### config.mk
export PLATFORM = sky130hd
export DESIGN_NAME = pll_ratio_reducer
export DESIGN_NICKNAME = d
export VERILOG_FILES = /design/src/rtl/prr_pkg.sv /design/src/rtl/prr_window.sv /design/src/rtl/prr_gcd.sv /design/src/rtl/prr_divider.sv /design/src/rtl/pll_ratio_reducer.sv
export SDC_FILE = /design/constraint.sdc
export NUM_CORES = 2
export LEC_CHECK = 0
export BUFFER_PORTS_ARGS = -buffer_cell sky130_fd_sc_hd__buf_4
export CAP_MARGIN = 20
export CORE_AREA = 3 3 293 353
export CTS_CLUSTER_SIZE = 40
export DETAILED_ROUTE_END_ITERATION = 8
export DIE_AREA = 0 0 296 356
export PLACE_DENSITY = 0.66
export SYNTH_ARGS = -nofsm -noshare
export SYNTH_HDL_FRONTEND = slang
export SYNTH_SLANG_ARGS = --single-unit
### constraint.sdc
create_clock -name clk -period 17.26 [get_ports clk]
set_input_delay 3.452 -clock clk [delete_from_list [all_inputs] [get_ports clk]]
set_output_delay 3.452 -clock clk [all_outputs]
set_load 0.01 [all_outputs]
### src/rtl/prr_pkg.sv
package prr_pkg;
  typedef enum logic [2:0] {
    S_IDLE,
    S_GCD,
    S_DIVN,
    S_DIVM,
    S_FIT,
    S_RATE,
    S_DONE
  } prr_state_e;
endpackage

### src/rtl/prr_window.sv
module prr_window #(
  parameter int          FW      = 32,
  parameter int unsigned VCO_MIN = 80000000,
  parameter int unsigned VCO_MAX = 230000000
) (
  input  logic [FW-1:0] req_hz,
  input  logic [FW-1:0] src_hz,
  output logic          use_bypass,
  output logic [FW-1:0] target_hz
);
  localparam logic [FW-1:0] LO = FW'(VCO_MIN);
  localparam logic [FW-1:0] HI = FW'(VCO_MAX);

  always_comb begin
    use_bypass = (req_hz <= src_hz);
    if (req_hz < LO)      target_hz = LO;
    else if (req_hz > HI) target_hz = HI;
    else                  target_hz = req_hz;
  end
endmodule

### src/rtl/prr_gcd.sv
module prr_gcd #(
  parameter int W = 32
) (
  input  logic         clk,
  input  logic         rst,
  input  logic         go,
  input  logic [W-1:0] a_in,
  input  logic [W-1:0] b_in,
  output logic         fin,
  output logic [W-1:0] result
);
  localparam int KW = $clog2(W + 1);

  logic [W-1:0]  a_q, b_q;
  logic [KW-1:0] k_q;
  logic          run_q;

  always_ff @(posedge clk) begin
    if (rst) begin
      a_q    <= '0;
      b_q    <= '0;
      k_q    <= '0;
      run_q  <= 1'b0;
      fin    <= 1'b0;
      result <= '0;
    end else begin
      fin <= 1'b0;
      if (go && !run_q) begin
        a_q   <= a_in;
        b_q   <= b_in;
        k_q   <= '0;
        run_q <= 1'b1;
      end else if (run_q) begin
        if (a_q == '0) begin
          result <= b_q << k_q;
          run_q  <= 1'b0;
          fin    <= 1'b1;
        end else if (b_q == '0) begin
          result <= a_q << k_q;
          run_q  <= 1'b0;
          fin    <= 1'b1;
        end else if (!a_q[0] && !b_q[0]) begin
          a_q <= a_q >> 1;
          b_q <= b_q >> 1;
          k_q <= k_q + 1'b1;
        end else if (!a_q[0]) begin
          a_q <= a_q >> 1;
        end else if (!b_q[0]) begin
          b_q <= b_q >> 1;
        end else if (a_q >= b_q) begin
          a_q <= a_q - b_q;
        end else begin
          b_q <= b_q - a_q;
        end
      end
    end
  end

  // every working step with both operands nonzero strictly shrinks their sum
  p_gcd_shrinks_r3: assert property (@(posedge clk) disable iff (rst)
    (run_q && a_q != '0 && b_q != '0 && !go) |=>
      ((W+1)'(a_q) + (W+1)'(b_q)) < ((W+1)'($past(a_q)) + (W+1)'($past(b_q))));
endmodule

### src/rtl/prr_divider.sv
module prr_divider #(
  parameter int DW = 44,
  parameter int VW = 32,
  parameter int QW = 32
) (
  input  logic          clk,
  input  logic          rst,
  input  logic          go,
  input  logic [DW-1:0] dividend,
  input  logic [VW-1:0] divisor,
  output logic          fin,
  output logic [QW-1:0] quotient
);
  localparam int CW = $clog2(DW + 1);

  logic [VW-1:0] rem_q, dsr_q;
  logic [DW-1:0] quo_q;
  logic [CW-1:0] cnt_q;
  logic          run_q;
  logic [VW:0]   trial;

  assign trial    = {rem_q, quo_q[DW-1]};
  assign quotient = quo_q[QW-1:0];

  always_ff @(posedge clk) begin
    if (rst) begin
      rem_q <= '0;
      dsr_q <= '0;
      quo_q <= '0;
      cnt_q <= '0;
      run_q <= 1'b0;
      fin   <= 1'b0;
    end else begin
      fin <= 1'b0;
      if (go && !run_q) begin
        rem_q <= '0;
        quo_q <= dividend;
        dsr_q <= divisor;
        cnt_q <= CW'(DW);
        run_q <= 1'b1;
      end else if (run_q) begin
        if (trial >= {1'b0, dsr_q}) begin
          rem_q <= VW'(trial - {1'b0, dsr_q});
          quo_q <= {quo_q[DW-2:0], 1'b1};
        end else begin
          rem_q <= trial[VW-1:0];
          quo_q <= {quo_q[DW-2:0], 1'b0};
        end
        cnt_q <= cnt_q - 1'b1;
        if (cnt_q == CW'(1)) begin
          run_q <= 1'b0;
          fin   <= 1'b1;
        end
      end
    end
  end

  // restoring step keeps the partial remainder below a nonzero divisor
  p_div_rem_lt_r6: assert property (@(posedge clk) disable iff (rst)
    (fin && dsr_q != '0) |-> (rem_q < dsr_q));
endmodule

### src/rtl/pll_ratio_reducer.sv
module pll_ratio_reducer
  import prr_pkg::*;
#(
  parameter int          FW      = 32,
  parameter int          NW      = 12,
  parameter int          MW      = 9,
  parameter int unsigned VCO_MIN = 80000000,
  parameter int unsigned VCO_MAX = 230000000
) (
  input  logic          clk,
  input  logic          rst,
  input  logic          start,
  input  logic [FW-1:0] req_hz,
  input  logic [FW-1:0] src_hz,
  output logic          busy,
  output logic          done,
  output logic          bypass,
  output logic [NW-1:0] n_out,
  output logic [MW-1:0] m_out,
  output logic [FW-1:0] rate_hz
);
  localparam int            DW    = FW + NW;
  localparam logic [FW-1:0] N_MAX = FW'((1 << NW) - 1);
  localparam logic [FW-1:0] M_MAX = FW'((1 << MW) - 1);

  prr_state_e    state_q;
  logic [FW-1:0] src_q, tgt_q, g_q, n_q, m_q, rate_q;
  logic          byp_q, kick_q;

  logic          byp_w;
  logic [FW-1:0] tgt_w;
  logic          gcd_go, gcd_fin;
  logic [FW-1:0] gcd_res;
  logic [DW-1:0] div_dvd;
  logic [FW-1:0] div_dsr, div_quo;
  logic          div_fin;

  prr_window #(.FW(FW), .VCO_MIN(VCO_MIN), .VCO_MAX(VCO_MAX)) u_window (
    .req_hz(req_hz), .src_hz(src_hz), .use_bypass(byp_w), .target_hz(tgt_w)
  );

  assign gcd_go = (state_q == S_IDLE) && start && !byp_w;

  prr_gcd #(.W(FW)) u_gcd (
    .clk(clk), .rst(rst), .go(gcd_go), .a_in(tgt_w), .b_in(src_hz),
    .fin(gcd_fin), .result(gcd_res)
  );

  always_comb begin
    case (state_q)
      S_DIVN:  begin div_dvd = DW'(tgt_q); div_dsr = g_q; end
      S_DIVM:  begin div_dvd = DW'(src_q); div_dsr = g_q; end
      default: begin
        div_dvd = DW'(src_q) * DW'(n_q[NW-1:0]);
        div_dsr = m_q;
      end
    endcase
  end

  prr_divider #(.DW(DW), .VW(FW), .QW(FW)) u_div (
    .clk(clk), .rst(rst), .go(kick_q), .dividend(div_dvd), .divisor(div_dsr),
    .fin(div_fin), .quotient(div_quo)
  );

  assign busy = (state_q != S_IDLE);

  always_ff @(posedge clk) begin
    if (rst) begin
      state_q <= S_IDLE;
      src_q   <= '0;
      tgt_q   <= '0;
      g_q     <= '0;
      n_q     <= '0;
      m_q     <= '0;
      rate_q  <= '0;
      byp_q   <= 1'b0;
      kick_q  <= 1'b0;
      done    <= 1'b0;
      bypass  <= 1'b0;
      n_out   <= '0;
      m_out   <= '0;
      rate_hz <= '0;
    end else begin
      done   <= 1'b0;
      kick_q <= 1'b0;
      case (state_q)
        S_IDLE: if (start) begin
          src_q <= src_hz;
          tgt_q <= tgt_w;
          byp_q <= byp_w;
          if (byp_w) begin
            n_q     <= '0;
            m_q     <= '0;
            rate_q  <= src_hz;
            state_q <= S_DONE;
          end else begin
            state_q <= S_GCD;
          end
        end
        S_GCD: if (gcd_fin) begin
          g_q     <= gcd_res;
          kick_q  <= 1'b1;
          state_q <= S_DIVN;
        end
        S_DIVN: if (div_fin) begin
          n_q     <= div_quo;
          kick_q  <= 1'b1;
          state_q <= S_DIVM;
        end
        S_DIVM: if (div_fin) begin
          m_q     <= div_quo;
          state_q <= S_FIT;
        end
        S_FIT: begin
          if (n_q > N_MAX || m_q > M_MAX) begin
            n_q <= n_q >> 1;
            m_q <= m_q >> 1;
          end else begin
            if (n_q == '0) n_q <= FW'(1);
            if (m_q == '0) m_q <= FW'(1);
            kick_q  <= 1'b1;
            state_q <= S_RATE;
          end
        end
        S_RATE: if (div_fin) begin
          rate_q  <= div_quo;
          state_q <= S_DONE;
        end
        S_DONE: begin
          done    <= 1'b1;
          bypass  <= byp_q;
          n_out   <= n_q[NW-1:0];
          m_out   <= m_q[MW-1:0];
          rate_hz <= rate_q;
          state_q <= S_IDLE;
        end
        default: state_q <= S_IDLE;
      endcase
    end
  end

  p_bypass_zero_r1: assert property (@(posedge clk) disable iff (rst)
    (done && bypass) |-> (n_out == '0 && m_out == '0));

  p_clamp_window_r2: assert property (@(posedge clk) disable iff (rst)
    (state_q == S_GCD) |-> (tgt_q >= FW'(VCO_MIN) && tgt_q <= FW'(VCO_MAX)));

  p_gcd_nonzero_r3: assert property (@(posedge clk) disable iff (rst)
    gcd_fin |-> (gcd_res != '0));

  p_fit_range_r4: assert property (@(posedge clk) disable iff (rst)
    (state_q == S_RATE) |-> (n_q <= N_MAX && m_q <= M_MAX));

  p_no_zero_term_r5: assert property (@(posedge clk) disable iff (rst)
    (done && !bypass) |-> (n_out != '0 && m_out != '0));

  p_done_pulse_r7: assert property (@(posedge clk) disable iff (rst)
    done |=> !done);

  p_ignore_start_r8: assert property (@(posedge clk) disable iff (rst)
    busy |=> ($stable(src_q) && $stable(tgt_q)));
endmodule

# Yosys cells after proc, flatten, opt, wreduce, memory -nomap -nowiden
# Index checks and enable logic that the tools add are counted.
# word_totals
out_inout_bits	56
regBits	472
input_bits	67
elab_cells	174
# op_classes
n_lt_le_gt_ge	7
n_mul	1
eq_ne	21
reduce_logical	41
n_shift	2
n_bitwise	5
n_mux	63
addsub	5
# op_table
cell	count
32-bit 2-to-1 mux	31
32-bit case mux with 3 select lines	2
32-bit zero test	4
32-bit subtractor	3
44-bit 2-to-1 mux	2
44-bit case mux with 2 select lines	1
32-bit case mux with 2 select lines	1
32-bit by 6-bit left shift with 32-bit output	2
32-bit by 12-bit multiplier with 44-bit output	1
33-bit by 32-bit >= comparator with 1-bit output	1
32-bit >= comparator	1
32-bit by 12-bit greater-than comparator with 1-bit output, second input constant	1
32-bit by 28-bit greater-than comparator with 1-bit output, second input constant	1
32-bit by 9-bit greater-than comparator with 1-bit output, second input constant	1
32-bit <= comparator	1
32-bit by 27-bit < comparator with 1-bit output, second input constant	1
3-bit 2-to-1 mux	7
5-bit AND reduction	4
3-bit case mux with 6 select lines	1
1-bit 2-to-1 mux	15
6-bit 2-to-1 mux	2
2-bit by 1-bit inequality test with 1-bit output, second input constant	6
4-bit inequality test, second input constant	3
4-bit AND reduction	3
other kinds (21)	50

# Logic depth before layout (Yosys ltp)
# logic_depth
depth_word	9
ltp_mapped	25
ltp_nobuf	22

# Modules after synthesis
# Synthesis repeated with hierarchy kept, for this count alone.
# hier_totals
hier_cells	5429
area_unflattened_um2	41760.1
# modules_own_cells
mod	cells_each	seq_area_each_um2	area_per_inst_um2	instances
pll_ratio_reducer	2942	5044.8	23396.2	1
prr_gcd	1362	2082.0	10063.4	1
prr_divider	923	2322.2	6975.4	1
prr_window	202	0.0	1325.0	1

# Least setup slack after synthesis
# No wires, ideal clock.
# synth_timing
kind	flip-flop to flip-flop
from	register n_q[8]
to	register u_div.quo_q[43]
setup_time_ps	86
n_path_buf	2
stages_incl_launch_ff	23
arrival_time_ps	5855
slack_ps	11319
period_less_slack_ps	5941
cell_sequence	dfxtp_1 > clkbuf_1 > clkbuf_1 > nand2_1 > fa_1 > inv_1 > fa_1 > fa_1 > fa_1 > inv_1 > fa_1 > inv_1 > ha_1 > a21o_1 > a21o_1 > a21oi_1 > o211ai_1 > a311oi_1 > o21ai_0 > a211oi_1 > a31oi_1 > xnor2_1 > a211oi_1
# synth_between
elab_chain_cells	3
# synth_lines
item	line_no	text
from (decl)	pll_ratio_reducer.sv:27	logic [FW-1:0] src_q, tgt_q, g_q, n_q, m_q, rate_q;
from (signal assigned)	pll_ratio_reducer.sv:106	n_q <= div_quo;
from (signal assigned)	pll_ratio_reducer.sv:116	n_q <= n_q >> 1;
32-bit by 12-bit multiplier with 44-bit output	pll_ratio_reducer.sv:54	div_dvd = DW'(src_q) * DW'(n_q[NW-1:0]);
44-bit case mux with 2 select lines	pll_ratio_reducer.sv:50	case (state_q)
44-bit 2-to-1 mux	prr_divider.sv:35	if (go && !run_q) begin
to (signal assigned)	prr_divider.sv:37	quo_q <= dividend;
to (signal assigned)	prr_divider.sv:44	quo_q <= {quo_q[DW-2:0], 1'b1};
to (signal assigned)	prr_divider.sv:47	quo_q <= {quo_q[DW-2:0], 1'b0};
to (decl)	prr_divider.sv:17	logic [DW-1:0] quo_q;
# No other way between the ends.
# A chain may end at the register's enable or synchronous reset.

# Final worst setup path
# layout_timing
from	input req_hz[17]
to	register u_gcd.a_q[5]
# layout_between
elab_chain_cells	6
word_cells_on_any_way	15
classes_between	order compare: 3; eq/ne: 4; mux: 3; reduce/logical: 5
# layout_lines
item	line_no	text
from (decl)	pll_ratio_reducer.sv:13	input logic [FW-1:0] req_hz,
32-bit <= comparator	prr_window.sv:15	use_bypass = (req_hz <= src_hz);
1-bit zero test	pll_ratio_reducer.sv:42	assign gcd_go = (state_q == S_IDLE) && start && !byp_w;
1-bit logical AND	pll_ratio_reducer.sv:42	
1-bit logical AND	prr_gcd.sv:28	if (go && !run_q) begin
4-bit inequality test (no line), or another cell as far along	n/a	
5-bit AND reduction (no line)	n/a	
to (signal assigned)	prr_gcd.sv:29	a_q <= a_in;
to (signal assigned)	prr_gcd.sv:43	a_q <= a_q >> 1;
to (signal assigned)	prr_gcd.sv:47	a_q <= a_q >> 1;
to (decl)	prr_gcd.sv:14	logic [W-1:0] a_q, b_q;
# Several ways; a longest one is shown, not always the timed one.

==> results.yml <==
pwr:
  p_int_w: 0.00329
  comb_power_share: 0.582
  p_per_area_nw_per_um2: 154
  p_leak_nw: 18.4
  sw_frac_of_total: 0.508
  seqPwrFrac: 0.243
  power_frac_clock: 0.175
  ir_worst_vdd_mv: 0.150
  switchingPower_w: 0.00340
sta:
  min_period_ns: 7.13
  relSlewSlack: 0.220
  hold_violations: 0
  finClkSkew_ns: 0.0519
  worstMarginPinSlew_ns: 1.16
  drv_slew: 0
  setup_tns_ns: 0
  rsz0062_at_grt: "false"
  max_freq_ghz: 0.140
  setup_slack_ns: 10.13
  whs_ns: 0.452
  setup_viol: 0
  finalCritPeriodShare: 0.413
finish:
  layout-drive-gt1-share: 0.0754
  final-seq-area_um2: 9450
  final_nets: 5486
  areaGrowthSynthToFinish_pct: 8.64
  n_fill_cell: 10000
  multi_input_comb_area_um2: 27200
setup_path:
  critPathKind: "in2reg"
  endpoint_kind: "flip-flop"
  rr_startpoint: "n_q[8]"
  critPathArrivalTime_ns: 7.72
  required_ns: 17.85
  startpoint_type: "input port"
  cp_max_fo: 50
  cp-startpoint: "req_hz[17]"
route:
  first_pass_iters: 6
  drt_iter0_markers: 3638
  wl_per_cell_um: 23.8
  wl_mm: 148
  drc: 0
  vias_per_cell: 5.90
  vias: 36800
  ant_nets: 0
worst_hold_path:
  worstHoldStart: "tgt_q[1]"
  hold_class: "reg2reg"
logic_synthesis:
  ys.warnings.count: 0
  synth-edff-count: 0
  ys_seq_area_frac: 0.236
  yosys.area.top_type: "dfxtp_1"
  syn_nets: 5600
  synth_area_leaders: "dfxtp_1 (24%), fa_1 (15%), nand2_1 (7.1%)"
  yosys.cell_types.count: 98
  syn_area_um2: 40100
  syn_area_per_cell_um2: 7.98
  async_flop_share: 0
  synthFlopType: "dfxtp_1"
  synth_cells: 5017
  yosys_register_bits: 472
  yosysTopAreaCellShare: 0.236
grt:
  overflow: 0
  grt_usage: 0.278
  grt_max_degree: 204
  antenna_found_initial: 3
  grt_pass1_vias: 36200
  grt_first_pass_wirelength_mm: 225
run:
  maxCapViolations: 0
cts:
  postCtsSetupRepairBufs: 0
  postCtsHoldBufs: 0
  clockRootBuffer: "clkbuf_16"
  clock-sinks: 472
  cts_max_path_buffers: 3
  htreeDepth: 2
  cts_tree: "yes"
  cts_inserted_buffers: 51
  post_cts_resized: 0
  clock_latency_ns: 0.66
  cts.clk_slew.worst_paths_ns: 0.07
floorplan:
  core_um2: 99900
  die_w_um: 296
  rows: 127
  start_util: 0.401
  die_height_um: 356
  dieArea_um2: 105000
  io_pins: 123
placed_design:
  dpl.hpwl_mm: 112
  post-place-ws_ns: 9.62
  portBuffers: 122
  place_congestion: 1.00
run_status:
  outcome: "complete, no violations"
[per-stage QoR]
stage | total power, W | util | instance area (um^2) | cells
2_1_floorplan | 0.00423 | - | 40100 | 5017
3_3_place_gp | 0.00543 | 0.417 | 41700 | 6137
3_5_place_dp | 0.00543 | 0.417 | 41700 | 6138
4_1_cts | 0.00663 | 0.435 | 43500 | 6233
5_1_grt | 0.00710 | 0.435 | 43500 | 6235
6_report | 0.00669 | 0.435 | 43500 | 6236
[cell type report]
cell class / instances / area share
tap: 1290 / 0.0371
antenna: 1 / 0.0000575
clock inverter: 28 / 0.00782
inverter: 526 / 0.0454
sequential: 472 / 0.217
timing repair buffer: 193 / 0.0343
clock buffer: 67 / 0.0326
multi-input combinational: 3659 / 0.626
[final timing paths]
kind,to,slack [ns],cells after the start
max,u_gcd.a_q[5],10.13,13
min,tgt_q[1],0.45,2
max reg2reg,u_div.quo_q[43],10.27,21
min reg2reg,tgt_q[1],0.45,2
[per-layer routing]
layer	up-vias	GRT usage	share of wire
met3	323	0.0368	0.066
met2	1449	0.445	0.45
met5	-	0	0.000074
li1	17000	-	-
met4	2	0.172	0.073
met1	18100	0.356	0.41
[cells by family (layout without fill, tap and decap cells)]
family          after synthesis  after routing  synth area share
compound gates             1281           1281             0.216
buf+inv                     886            814            0.0866
mux                         156            156            0.0428
flops                       472            472             0.236
xor+xnor                    112            112            0.0245
other cells                   0              1                 0
fa+ha+maj                   516            516             0.218
simple gates               1594           1594             0.177
[cells in the mapped netlist (20+ instances only)]
cell	number
o21a_1	24
ha_1	213
o21ai_1	30
nand2_1	754
inv_1	521
fa_1	303
a31oi_1	35
buf_2	52
o22ai_1	20
o211ai_1	50
xor2_1	35
nor3_1	103
a21oi_1	387
xnor2_1	77
and3_1	32
a21o_1	97
o21bai_1	22
a211oi_1	148
nand2b_1	20
a22oi_1	88
mux2i_1	126
buf_1	23
and2_1	120
a311oi_1	47
nand4_1	25
clkbuf_1	272
a221oi_1	36
dfxtp_1	472
nor4_1	38
nor2b_1	26
nor2_1	347
o21ai_0	132
nand3_1	74
[worst max-delay path, cell delays in order]
cell	delay, ns
buf_4	0.15
ha_1	0.31
a21o_1	0.19
a21o_1	0.17
a211oi_1	0.26
o211ai_1	0.15
a221oi_1	0.35
o21a_1	0.29
or2_2	0.15
buf_4	0.48
nand2_1	0.72
nor2_1	0.75
a221o_1	0.26
[cells in the final DEF (no fill, tap or decap), types with 18 or more instances in the layout]
cell type	n
nand2_1	753
inv_1	521
dfxtp_1	470
a21oi_1	387
nor2_1	340
fa_1	303
ha_1	213
buf_4	188
a211oi_1	148
o21ai_0	132
mux2i_1	126
and2_1	120
nor3_1	101
a21o_1	97
a22oi_1	88
xnor2_1	77
nand3_1	73
clkbuf_16	52
o211ai_1	50
a311oi_1	47
nor4_1	38
a221oi_1	36
a31oi_1	35
xor2_1	35
and3_1	32
o21ai_1	29
nor2b_1	25
nand4_1	25
o21a_1	24
o21bai_1	22
nand2b_1	20
o22ai_1	20
mux2_2	18
[registers in the layout, summed over array words and instances (netlist names), 3 cells and up]
| name | flops |
|---|---|
| u_gcd.a_q | 32 |
| m_out | 9 |
| u_gcd.result | 32 |
| n_out | 12 |
| tgt_q | 32 |
| rate_q | 32 |
| m_q | 32 |
| u_gcd.k_q | 6 |
| u_gcd.b_q | 32 |
| state_q | 3 |
| u_div.dsr_q | 32 |
| u_div.cnt_q | 6 |
| g_q | 32 |
| src_q | 32 |
| n_q | 32 |
| u_div.rem_q | 32 |
| u_div.quo_q | 44 |
| rate_hz | 32 |
[power groups by stage]
stage	sequential, W	clock (W)	combinational [W]
final	0.00162	0.00117	0.00389
after global placement	0.00163	0	0.00380
after CTS	0.00161	0.00119	0.00383
after floorplan	0.00141	0	0.00282
after global routing	0.00163	0.00123	0.00423
after detailed placement	0.00163	0	0.00380
No activity file was read; power rests on OpenSTA's default activity.
